[config.mk]
export PLATFORM = sky130hd
export DESIGN_NAME = sw_reset_unlock
export DESIGN_NICKNAME = d
export VERILOG_FILES = /design/src/rtl/sw_reset_unlock_pkg.sv /design/src/rtl/ul_key_match.sv /design/src/rtl/ul_sequencer.sv /design/src/rtl/ul_pulse_reg.sv /design/src/rtl/sw_reset_unlock.sv
export SDC_FILE = /design/constraint.sdc
export NUM_CORES = 1
export LEC_CHECK = 0
export BUFFER_PORTS_ARGS = -buffer_cell sky130_fd_sc_hd__buf_4
export CAP_MARGIN = 20
export CORE_AREA = 2 2 39 41
export DETAILED_ROUTE_END_ITERATION = 6
export DIE_AREA = 0 0 41 43
export GPL_ROUTABILITY_DRIVEN = 1
export GPL_TIMING_DRIVEN = 0
export HOLD_SLACK_MARGIN = 0.03
export SLEW_MARGIN = 20
export SYNTH_ARGS = -nofsm -noshare
export SYNTH_HDL_FRONTEND = slang
export SYNTH_SLANG_ARGS = --single-unit
[constraint.sdc]
create_clock -name clk -period 1.9 [get_ports clk]
set_input_delay 0 -clock clk [delete_from_list [all_inputs] [get_ports clk]]
set_output_delay 0 -clock clk [all_outputs]
set_load 0.01 [all_outputs]
[src/rtl/sw_reset_unlock_pkg.sv]
package sw_reset_unlock_pkg;
  typedef enum logic [0:0] {
    UL_IDLE  = 1'b0,
    UL_ARMED = 1'b1
  } unlock_state_t;

  localparam int unsigned KEY_IDX_FIRST  = 0;
  localparam int unsigned KEY_IDX_SECOND = 1;
  localparam int unsigned NUM_KEYS       = 2;
endpackage

[src/rtl/ul_key_match.sv]
module ul_key_match #(
  parameter int unsigned DATA_W   = 8,
  parameter int unsigned NUM_KEYS = 2,
  parameter logic [NUM_KEYS*DATA_W-1:0] KEYS = '0
) (
  input  logic [DATA_W-1:0]   data,
  output logic [NUM_KEYS-1:0] hit
);
  for (genvar k = 0; k < NUM_KEYS; k++) begin : g_key
    assign hit[k] = (data == KEYS[k*DATA_W +: DATA_W]);
  end
endmodule

[src/rtl/ul_sequencer.sv]
module ul_sequencer
  import sw_reset_unlock_pkg::*;
(
  input  logic clk,
  input  logic rst_n,
  input  logic slot_wr,
  input  logic brk,
  input  logic is_first,
  input  logic is_second,
  output logic armed,
  output logic fire
);
  unlock_state_t state_q, state_d;

  always_comb begin
    state_d = state_q;
    fire    = 1'b0;
    if (brk) begin
      state_d = UL_IDLE;
    end else if (slot_wr) begin
      unique case (state_q)
        UL_IDLE:  state_d = is_first ? UL_ARMED : UL_IDLE;
        UL_ARMED: begin
          if (is_second) begin
            fire    = 1'b1;
            state_d = UL_IDLE;
          end else if (is_first) begin
            state_d = UL_ARMED;
          end else begin
            state_d = UL_IDLE;
          end
        end
        default:  state_d = UL_IDLE;
      endcase
    end
  end

  always_ff @(posedge clk or negedge rst_n) begin
    if (!rst_n) state_q <= UL_IDLE;
    else        state_q <= state_d;
  end

  assign armed = (state_q == UL_ARMED);
endmodule

[src/rtl/ul_pulse_reg.sv]
module ul_pulse_reg (
  input  logic clk,
  input  logic rst_n,
  input  logic fire,
  output logic pulse
);
  always_ff @(posedge clk or negedge rst_n) begin
    if (!rst_n) pulse <= 1'b0;
    else        pulse <= fire;
  end
endmodule

[src/rtl/sw_reset_unlock.sv]
module sw_reset_unlock
  import sw_reset_unlock_pkg::*;
#(
  parameter int unsigned DATA_W     = 8,
  parameter logic [DATA_W-1:0] KEY_FIRST  = 8'hA5,
  parameter logic [DATA_W-1:0] KEY_SECOND = 8'h5A
) (
  input  logic              clk,
  input  logic              rst_n,
  input  logic              wr_en,
  input  logic              addr_hit,
  input  logic [DATA_W-1:0] wr_data,
  input  logic              other_wr,
  output logic [DATA_W-1:0] rd_data,
  output logic              rst_pulse
);
  localparam logic [NUM_KEYS*DATA_W-1:0] KEY_VEC = {KEY_SECOND, KEY_FIRST};

  logic [NUM_KEYS-1:0] key_hit;
  logic slot_wr;
  logic armed;
  logic fire;

  assign slot_wr = wr_en & addr_hit;
  assign rd_data = '0;

  ul_key_match #(
    .DATA_W   (DATA_W),
    .NUM_KEYS (NUM_KEYS),
    .KEYS     (KEY_VEC)
  ) u_match (
    .data (wr_data),
    .hit  (key_hit)
  );

  ul_sequencer u_seq (
    .clk       (clk),
    .rst_n     (rst_n),
    .slot_wr   (slot_wr),
    .brk       (other_wr),
    .is_first  (key_hit[KEY_IDX_FIRST]),
    .is_second (key_hit[KEY_IDX_SECOND]),
    .armed     (armed),
    .fire      (fire)
  );

  ul_pulse_reg u_pulse (
    .clk   (clk),
    .rst_n (rst_n),
    .fire  (fire),
    .pulse (rst_pulse)
  );
endmodule

== Word level (Yosys, flattened, before mapping) ==
Cells that the tools add are included.

* Register bits after elaboration: 2
* Bits of input ports: 13
* Output and inout bits: 9
* Word-level logic and storage cells: 16

* Equal/unequal tests: 2
* Muxes and demuxes: 9
* Bitwise logic cells: 2
* Reduce and logical (&&, ||, !) cells: 1

{| class="wikitable"
|+ Operators with widths
! cell !! count
|-
| $eq 8x7->1 const B || 1
|-
| $eq 8x8->1 const B || 1
|-
| $mux 1 || 8
|-
| $pmux 1 s2 || 1
|-
| $reduce_bool 2->1 || 1
|-
| $and 1x1->1 || 1
|-
| $not 1->1 || 1
|}

== Logic depth before layout (Yosys ltp) ==
Gate-level depths: netlist of the first run.

* Depth in word-level cells: 6
* Mapped depth: 2
* Mapped depth without buffers: 2

== Cells and area by module ==
Synthesis of the first run repeated with hierarchy kept, for this count alone.

* Cell total of the unflattened synthesis: 23
* Area total of the unflattened synthesis: 211.5 µm²

{| class="wikitable"
|+ By module, submodules not included
! module !! times used !! cells an instance !! area an instance (µm²) !! sequential area each (µm²)
|-
| sw_reset_unlock || 1 || 10 || 70.1 || 0.0
|-
| ul_sequencer || 1 || 6 || 63.8 || 25.0
|-
| ul_key_match || 1 || 6 || 52.6 || 0.0
|-
| ul_pulse_reg || 1 || 1 || 25.0 || 25.0
|}

== Least setup slack after synthesis of the first run ==
No wires, ideal clock.

* Path type: register to register
* Start point: register u_seq.state_q, in the netlist u_seq.armed
* End point: register u_seq.state_q, in the netlist u_seq.armed
* Setup time: 0.122 ns
* Arrival time: 0.649 ns
* Data required time: 1.778 ns
* Path slack: 1.129 ns
* Cell stages (with the launch flop): 3
* Buffers on the path: 0
* Period minus slack after synthesis: 0.771 ns
* Path through: dfrtp_1 -> nor2b_1 -> a32o_1

* Longest elaborated chain between the ends: 4

{| class="wikitable"
|+ Ends and longest elaborated chain
! element !! RTL line !! RTL
|-
| start: declaration || ul_sequencer.sv:13 || <nowiki>unlock_state_t state_q, state_d;</nowiki>
|-
| start signal: assignment || ul_sequencer.sv:40 || <nowiki>else state_q <= state_d;</nowiki>
|-
| $not 1->1 || ul_sequencer.sv:21 || <nowiki>unique case (state_q)</nowiki>
|-
| $pmux 1 s2 (*) || ul_sequencer.sv:21 ||
|-
| $mux 1 (*) || ul_sequencer.sv:20 || <nowiki>end else if (slot_wr) begin</nowiki>
|-
| $mux 1 (*) || ul_sequencer.sv:18 || <nowiki>if (brk) begin</nowiki>
|}

Every way passes the cells marked *; elsewhere a longest branch is shown, timed or not. The select of a mux whose other input is x is not followed.
A chain may end at the register's enable or synchronous reset.

== Worst setup path in the final report of the first run ==
* Start point: register u_seq.state_q, in the netlist u_seq.armed
* End point: register u_pulse.pulse

* Longest elaborated chain between the ends: 3

{| class="wikitable"
|+ Ends and longest elaborated chain
! element !! RTL line !! RTL
|-
| $mux 1 || ul_sequencer.sv:21 ||
|-
| $mux 1 || ul_sequencer.sv:20 ||
|-
| $mux 1 || ul_sequencer.sv:18 ||
|-
| via fire || sw_reset_unlock.sv:22 || <nowiki>logic fire;</nowiki>
|-
| end signal: assignment || ul_pulse_reg.sv:9 || <nowiki>else pulse <= fire;</nowiki>
|-
| end: declaration || ul_pulse_reg.sv:5 || <nowiki>output logic pulse</nowiki>
|}

The timed path passes the listed nets, and every way through them passes these cells.

==> results of run 1 <==
[stage by stage]
step                setup slack (ps)  hold slack, ps  instance area (sq um)  util (%)
global placement                1070            -218                    353      25.5
floorplan                       1130            -296                    235         -
CTS                             1060            42.2                    385      27.8
detailed placement              1080            -216                    353      25.5
finish                          1070            54.3                    385      27.8
global route                    1010            50.0                    385      27.8
[worst reg2reg max path, delay by kind of cell (launching register included)]
family        cells  cell delay (ps)
flops             1              350
simple gates      2              390
[cell families after synthesis]
group,count (synthesis)
AOI/OAI and AO/OA,1
and+or+nand+nor,9
buffers and inverters,8
other,1
DFF,2
[per-layer routing]
metal  track usage, %  up-vias  share of wire [%]
li1                 -      108                  -
met1             7.03       87                 38
met2             7.81       14                 46
met3             4.71        2                 14
met4             4.00        0                2.1
met5                0        -                  0
[power breakdown]
part | switching [mW] | total [mW] | internal (mW) | leakage, nW
Sequential | 0.0000130 | 0.0429 | 0.0429 | 0.0280
Clock | 0.0297 | 0.0999 | 0.0702 | 0.0138
Combinational | 0.0171 | 0.0491 | 0.0320 | 0.169
Total | 0.0468 | 0.192 | 0.145 | 0.211
[cell usage after synthesis]
cell type / instances / area, sq um
nand2_1: 1 / 3.75
nand4bb_1: 2 / 22.5
nor2b_1: 1 / 6.26
nand2b_1: 1 / 6.26
and4bb_1: 2 / 25.0
nor4_2: 1 / 12.5
conb_1: 1 / 3.75
buf_4: 8 / 60.1
a32o_1: 1 / 10.0
dfrtp_1: 2 / 50.1
and3b_1: 1 / 8.76
[cell type report]
type	count	share of cell area (%)
Multi-Input combinational cell	18	32.5
Timing Repair Buffer	14	27.9
Buffer	8	15.6
Sequential cell	2	13.0
Clock buffer	3	5.84
Tap cell	16	5.19
[sequential cells by signal (all words and copies together), names as in the netlist]
name / flops
u_seq.armed: 1
u_pulse.pulse: 1
[timing repair]
| item | 4_1_cts | 5_1_grt |
|---|---|---|
| buffers inserted | 0 | 0 |
| hold endpoints to repair | 2 | 0 |
| hold buffers | 1 | 0 |
| endpoints found under the setup margin | 0 | 0 |
[worst paths after layout]
| check | from | to | slack (ps) | cells past startpoint |
|---|---|---|---|---|
| max in group asynchronous | rst_n | u_pulse.pulse | 1720 | 2 |
| hold reg to reg | u_seq.armed | u_pulse.pulse | 590 | 2 |
| setup reg to reg | u_seq.armed | u_pulse.pulse | 1070 | 2 |
| min in group asynchronous | rst_n | u_seq.armed | 90 | 2 |
| hold / removal | wr_data[1] | u_pulse.pulse | 50 | 3 |
| setup / recovery | u_seq.armed | u_pulse.pulse | 1070 | 2 |
==> results.toml, run 1 <==
[status]
status = "complete, no violations"

[yosys]
synth_xor_area_share_pct = 0
synth_top_family_by_area = "simple AND/OR/NAND/NOR gates"
synth_compound_area_share_pct = 4.79
synth-seq-area-share_pct = 24.0
synth_seq_cells = 2
yosysWarnings = 0
synth_area_sq_um = 209
synth_cell_type_count = 11
netlist_instances = 21
synthSimpleGateAreaFrac_pct = 40.7
muxShareOfSynthArea_pct = 0
synthAdderAreaFrac_pct = 0
avgSynthCellArea_sq_um = 9.95

[detailed_routing]
routedWlPerCell_um = 7.72
drt-total-wl_um = 471
ant_nets = 0
firstDrtPassIters = 2
drtIter0Drc = 1
post-route-drc-count = 0
vias_per_cell = 3.46
vias = 211

[cells_and_area]
final_common_cell = "buf_4"
final_cell_mix = "21 x buf_4, 8 x conb_1, 3 x clkbuf_4"
multi_input_area_sq_um = 125
antenna_cells = 0
num-fill-cells = 153
area_growth_pct = 84.4
final_cells = 61
drive_above_1_share_pct = 55.6
regArea_sq_um = 50.0
finalNetCount = 60

[global_route]
grt_pass1_wl_um = 690
antenna_found_initial = 0
grt_pass1_vias = 191
grt_start_max_net_pins = 4
globalRouteOverflowTotal = 0
grt_usage_pct = 6.21

[sta]
setup-tns-final_ps = 0
slew_viol_final = 0
setup_viol_count_final = 0
post-route-min-period_ps = 830
rsz0062_at_grt = "no"
min_period_over_period_pct = 43.7
hold_violations = 0
fin_skew_ps = 2.53
clock.fmax_mhz = 1210

[cts]
cts_resized = 0
cts_tree = "built"
cts_max_level = 1
clkSinkCount = 2
clk_pin_slew_ps = 30
cts_max_path_buffers = 2
clkLatencyLatePin_ps = 230
cts_buffers = 3
root_buffer = "clkbuf_4"

[floorplanning]
boundaryPins = 22
fp.dieW_um = 41
die_y_um = 43
die_area_sq_um = 1760
initial_core_util_pct = 15.1
num_rows = 14
core_sq_um = 1380

[critical_path]
critPathMaxFanout = 2
critPathBufInv = 0
critPathKind = "flip-flop to flip-flop"
cp_cell_sequence = "nand4bb_1, nor4_2"
start_kind = "flip-flop"
critPathTopFamily = "simple AND/OR/NAND/NOR gates"
cpPeakStageDelay_ps = 350
required_ps = 2040
critPathSlowestCell = "dfrtp_1"
end_kind = "flip-flop"
crit_arrival_ps = 970

[pwr]
ir_drop_mv = 0.155
p_per_area_nw_per_um2 = 498
p_leak_nw = 0.211
power_mw = 0.192

[placement]
post-dp-hpwl_um = 405
gp_routability_congestion = 0.707
io_buffers = 13
dp.cells = 57

[min_path]
hold_class = "input pin to flip-flop"

[run]
max_cap_viol_count = 0
Note: power is estimated with default switching activity, not from simulation.
==> run 2: changes to the inputs <==
==> constraint.sdc (replaced) <==
create_clock -name clk -period 0.84 [get_ports clk]
set_input_delay 0 -clock clk [delete_from_list [all_inputs] [get_ports clk]]
set_output_delay 0 -clock clk [all_outputs]
set_load 0.01 [all_outputs]
==> results.toml, run 2 (synthesis results as in run 1) <==
[detailed_routing]
drtIter0Drc = 1
ant_nets = 0
firstDrtPassIters = 2
routedWlPerCell_um = 7.66
drt-total-wl_um = 467
post-route-drc-count = 0
vias_per_cell = 3.46
vias = 211

[critical_path]
critPathMaxFanout = 2
start_kind = "flip-flop"
end_kind = "flip-flop"
critPathKind = "flip-flop to flip-flop"
crit_arrival_ps = 940
required_ps = 950

[status]
status = "complete, no violations"

[floorplanning]
num_rows = 14
boundaryPins = 22
core_sq_um = 1380
die_area_sq_um = 1760
fp.dieW_um = 41
die_y_um = 43
initial_core_util_pct = 15.1

[pwr]
p_int_mw = 0.328
p_per_area_nw_per_um2 = 1130
clkPwrFrac_pct = 52.1
ir_drop_mv = 0.349
switching_share_pct = 24.4
pwr-share-comb_pct = 25.5
p_seq_share_pct = 22.4
netSwitchingPower_mw = 0.106
p_leak_nw = 0.211

[sta]
post-route-min-period_ps = 827
setup_viol_count_final = 0
min_period_over_period_pct = 98.5
clock.fmax_mhz = 1210
worst_hold_slack_ps = 49.1
setup-tns-final_ps = 0
slew_viol_final = 0
rsz0062_at_grt = "no"
hold_violations = 0
fin_skew_ps = 2.53

[cells_and_area]
antenna_cells = 0
finalNetCount = 60
final_area_sq_um = 385
final_common_cell = "buf_4"
area_growth_pct = 84.4
drive_above_1_share_pct = 55.6
final_cell_mix = "21 x buf_4, 8 x conb_1, 3 x clkbuf_4"
num-fill-cells = 153

[placement]
gp_routability_congestion = 0.707
post-dp-hpwl_um = 405
io_buffers = 13
placed_cell_area_sq_um = 353

[global_route]
grt_start_max_net_pins = 4
antenna_found_initial = 0
grt_usage_pct = 6.21
grt_pass1_vias = 191
grt_pass1_wl_um = 690
globalRouteOverflowTotal = 0

[cts]
clkSinkCount = 2
cts_tree = "built"
cts_max_path_buffers = 2
cts_buffers = 3
post_cts_buffers = 0
cts_max_level = 1
clkLatencyLatePin_ps = 230
root_buffer = "clkbuf_4"
clk_pin_slew_ps = 30

[run]
max_cap_viol_count = 0

[min_path]
hold_class = "input pin to flip-flop"
## run 2: cell counts in the layout (fill, tap and decap cells not counted)
Identical to the previous run, type by type.
## run 2: final timing paths
check,to,cells after the start,start,slack (ps)
max reg2reg,u_seq.armed,2,u_seq.armed,10
max,u_seq.armed,2,u_seq.armed,10
min,u_pulse.pulse,3,wr_data[1],50
min in group asynchronous,u_seq.armed,2,rst_n,90
max in group asynchronous,u_pulse.pulse,2,rst_n,660
min reg2reg,u_pulse.pulse,2,u_seq.armed,580
## run 2: worst max-delay path, stage by stage (launching register included)
cell,delay (ps)
dfrtp_1,380
nor2b_1,130
a32o_1,200
## run 2: final cells by class
type | instances | area, sq um | share of cell area [%]
buffer | 8 | 60.1 | 15.6
clock buffer | 3 | 22.5 | 5.84
multi-input combinational | 18 | 125 | 32.5
sequential | 2 | 50.0 | 13.0
tap | 16 | 20.0 | 5.19
timing repair buffer | 14 | 108 | 27.9
## run 2: layer usage
| metal | track usage, % | share of wire [%] | up-vias |
|---|---|---|---|
| met4 | 4.00 | 2.1 | 0 |
| met5 | 0 | 0 | - |
| met3 | 4.71 | 14 | 2 |
| met2 | 7.81 | 46 | 14 |
| li1 | - | - | 108 |
| met1 | 7.03 | 37 | 87 |
## run 2: power by group through the flow
stage / clock network [mW] / registers, mW / logic, mW
6_report: 0.226 / 0.0971 / 0.111
2_1_floorplan: 0 / 0.0982 / 0.0577
3_3_place_gp: 0 / 0.0982 / 0.106
4_1_cts: 0.240 / 0.0971 / 0.111
3_5_place_dp: 0 / 0.0982 / 0.107
5_1_grt: 0.254 / 0.0970 / 0.122
## run 2: timing repair
item	CTS	global route
resized for setup	0	0
hold buffers	1	0
setup endpoints to repair	0	1
endpoints found under the hold margin	2	0
## run 2: metrics by stage
| step | total power [mW] | instances | util [%] | setup WS, ps |
|---|---|---|---|---|
| after floorplan | 0.156 | 28 | - | 69.3 |
| after global placement | 0.204 | 57 | 25.5 | 9.11 |
| after detailed placement | 0.205 | 57 | 25.5 | 18.0 |
| after CTS | 0.448 | 61 | 27.8 | 1.74 |
| after global routing | 0.473 | 61 | 27.8 | 5.25 |
| final | 0.434 | 61 | 27.8 | 12.7 |
==> run 3: changes to the inputs <==
--- a/config.mk
+++ b/config.mk
@@ -13,6 +13,7 @@
 export GPL_ROUTABILITY_DRIVEN = 1
 export GPL_TIMING_DRIVEN = 0
 export HOLD_SLACK_MARGIN = 0.03
+export MAX_ROUTING_LAYER = met4
 export SLEW_MARGIN = 20
 export SYNTH_ARGS = -nofsm -noshare
 export SYNTH_HDL_FRONTEND = slang
==> constraint.sdc (replaced) <==
create_clock -name clk -period 0.9 [get_ports clk]
set_input_delay 0 -clock clk [delete_from_list [all_inputs] [get_ports clk]]
set_output_delay 0 -clock clk [all_outputs]
set_load 0.01 [all_outputs]
==> results.toml, run 3 (synthesis results as in run 1) <==
[global_route]
gr-usage-met2_pct = 7.81
grt.met1_usage_pct = 7.03
globalRouteOverflowTotal = 0
grt_start_max_net_pins = 4
antenna_found_initial = 0
grt_pass1_vias = 187
busiest_layer = "met2"
grt_usage_pct = 6.37
met3_usage_pct = 4.71
grt_pass1_wl_um = 690

[detailed_routing]
ant_nets = 0
vias_per_cell = 3.46
drt-total-wl_um = 471
routedWlPerCell_um = 7.72
drtIter0Drc = 3
post-route-drc-count = 0
vias = 211
firstDrtPassIters = 2

[critical_path]
r2r_end = "u_pulse.pulse"
critPathSlowestCell = "dfrtp_1"
reg2reg_from = "u_seq.armed"
cp_cell_sequence = "nand4bb_1, nor4_2"
end_kind = "flip-flop"
reg2reg_depth = 2
crit_arrival_ps = 970
critPathTopFamily = "simple AND/OR/NAND/NOR gates"
required_ps = 1040
r2r_slack_ps = 70
critPathMaxFanout = 2
critPathKind = "flip-flop to flip-flop"
start_kind = "flip-flop"
critPathBufInv = 0
cpPeakStageDelay_ps = 350

[cts]
cts_max_level = 1
cts_tree = "built"
root_buffer = "clkbuf_4"
cts_resized = 0
cts_buffers = 3
clkLatencyLatePin_ps = 230
cts_max_path_buffers = 2
clk_pin_slew_ps = 30
clkSinkCount = 2

[pwr]
p_leak_nw = 0.211
p_seq_share_pct = 22.2
ir_drop_mv = 0.326
netSwitchingPower_mw = 0.101
pwr-share-comb_pct = 25.5
clkPwrFrac_pct = 52.3
power_mw = 0.407
p_per_area_nw_per_um2 = 1060
p_int_mw = 0.307
switching_share_pct = 24.8

[cells_and_area]
final_cell_mix = "21 x buf_4, 8 x conb_1, 3 x clkbuf_4"
area_growth_pct = 84.4
num-fill-cells = 153
final_common_cell = "buf_4"
drive_above_1_share_pct = 55.6
finalNetCount = 60
antenna_cells = 0
regArea_sq_um = 50.0
multi_input_area_sq_um = 125

[floorplanning]
fp.dieW_um = 41
num_rows = 14
die_y_um = 43
boundaryPins = 22
core_sq_um = 1380
initial_core_util_pct = 15.1
die_area_sq_um = 1760

[status]
status = "complete, no violations"

[sta]
slew_viol_final = 0
clock.fmax_mhz = 1210
post-route-min-period_ps = 829
setup-tns-final_ps = 0
min_period_over_period_pct = 92.1
rsz0062_at_grt = "no"
setup_viol_count_final = 0
fin_skew_ps = 2.14
hold_violations = 0

[placement]
io_buffers = 13
gp_routability_congestion = 0.715
post-dp-hpwl_um = 405

[min_path]
hold_class = "input pin to flip-flop"
hold_start = "wr_data[1]"
hold_depth = 3
hold_path_end = "u_pulse.pulse"

[run]
max_cap_viol_count = 0
run 3: cell counts in the layout (fill, tap and decap cells not counted):
Identical to the previous run, type by type.
run 3: metrics by stage:
stage	area (sq um)	setup WS (ps)	cells	utilization [%]	hold WS (ps)
after floorplan	235	129	28	-	-296
after global placement	353	69.1	57	25.5	-218
after detailed placement	353	78.0	57	25.5	-216
after CTS	385	61.7	61	27.8	42.2
after global routing	385	14.6	61	27.8	50.0
final	385	70.8	61	27.8	52.4
run 3: worst max path at each step:
| stage | start | to | depth (start not counted) |
|---|---|---|---|
| after floorplan | u_seq.armed | u_seq.armed | 2 |
| after global placement | u_seq.armed | u_pulse.pulse | 2 |
| after detailed placement | u_seq.armed | u_pulse.pulse | 2 |
| after CTS | u_seq.armed | u_pulse.pulse | 2 |
| after global routing | u_seq.armed | u_pulse.pulse | 2 |
| final | u_seq.armed | u_pulse.pulse | 2 |
run 3: final cells by class:
class / count / share of cell area (%)
clock buffers: 3 / 5.84
repair buffers: 14 / 27.9
plain buffers: 8 / 15.6
multi-input cells: 18 / 32.5
well taps: 16 / 5.19
flip-flops and latches: 2 / 13.0
run 3: worst reg2reg max path, delay by kind of cell, from the launching register on:
kind          cells  cell delay [ps]
simple gates      2              390
flops             1              350
run 3: repair_timing:
action,CTS,global route
buffers inserted,0,0
hold buffers,1,0
hold endpoints to repair,2,0
run 3: layer usage:
metal / vias to the layer above / routed length [um]
met5: - / 0
met4: 0 / 10
met3: 2 / 65
met2: 14 / 216
met1: 87 / 179
li1: 108 / -
run 3: power groups by stage:
stage	clock (mW)	sequential, mW	combinational, mW
6_report	0.213	0.0906	0.104
5_1_grt	0.237	0.0905	0.114
4_1_cts	0.224	0.0906	0.104
3_5_place_dp	0	0.0916	0.100
3_3_place_gp	0	0.0916	0.0991
2_1_floorplan	0	0.0916	0.0538
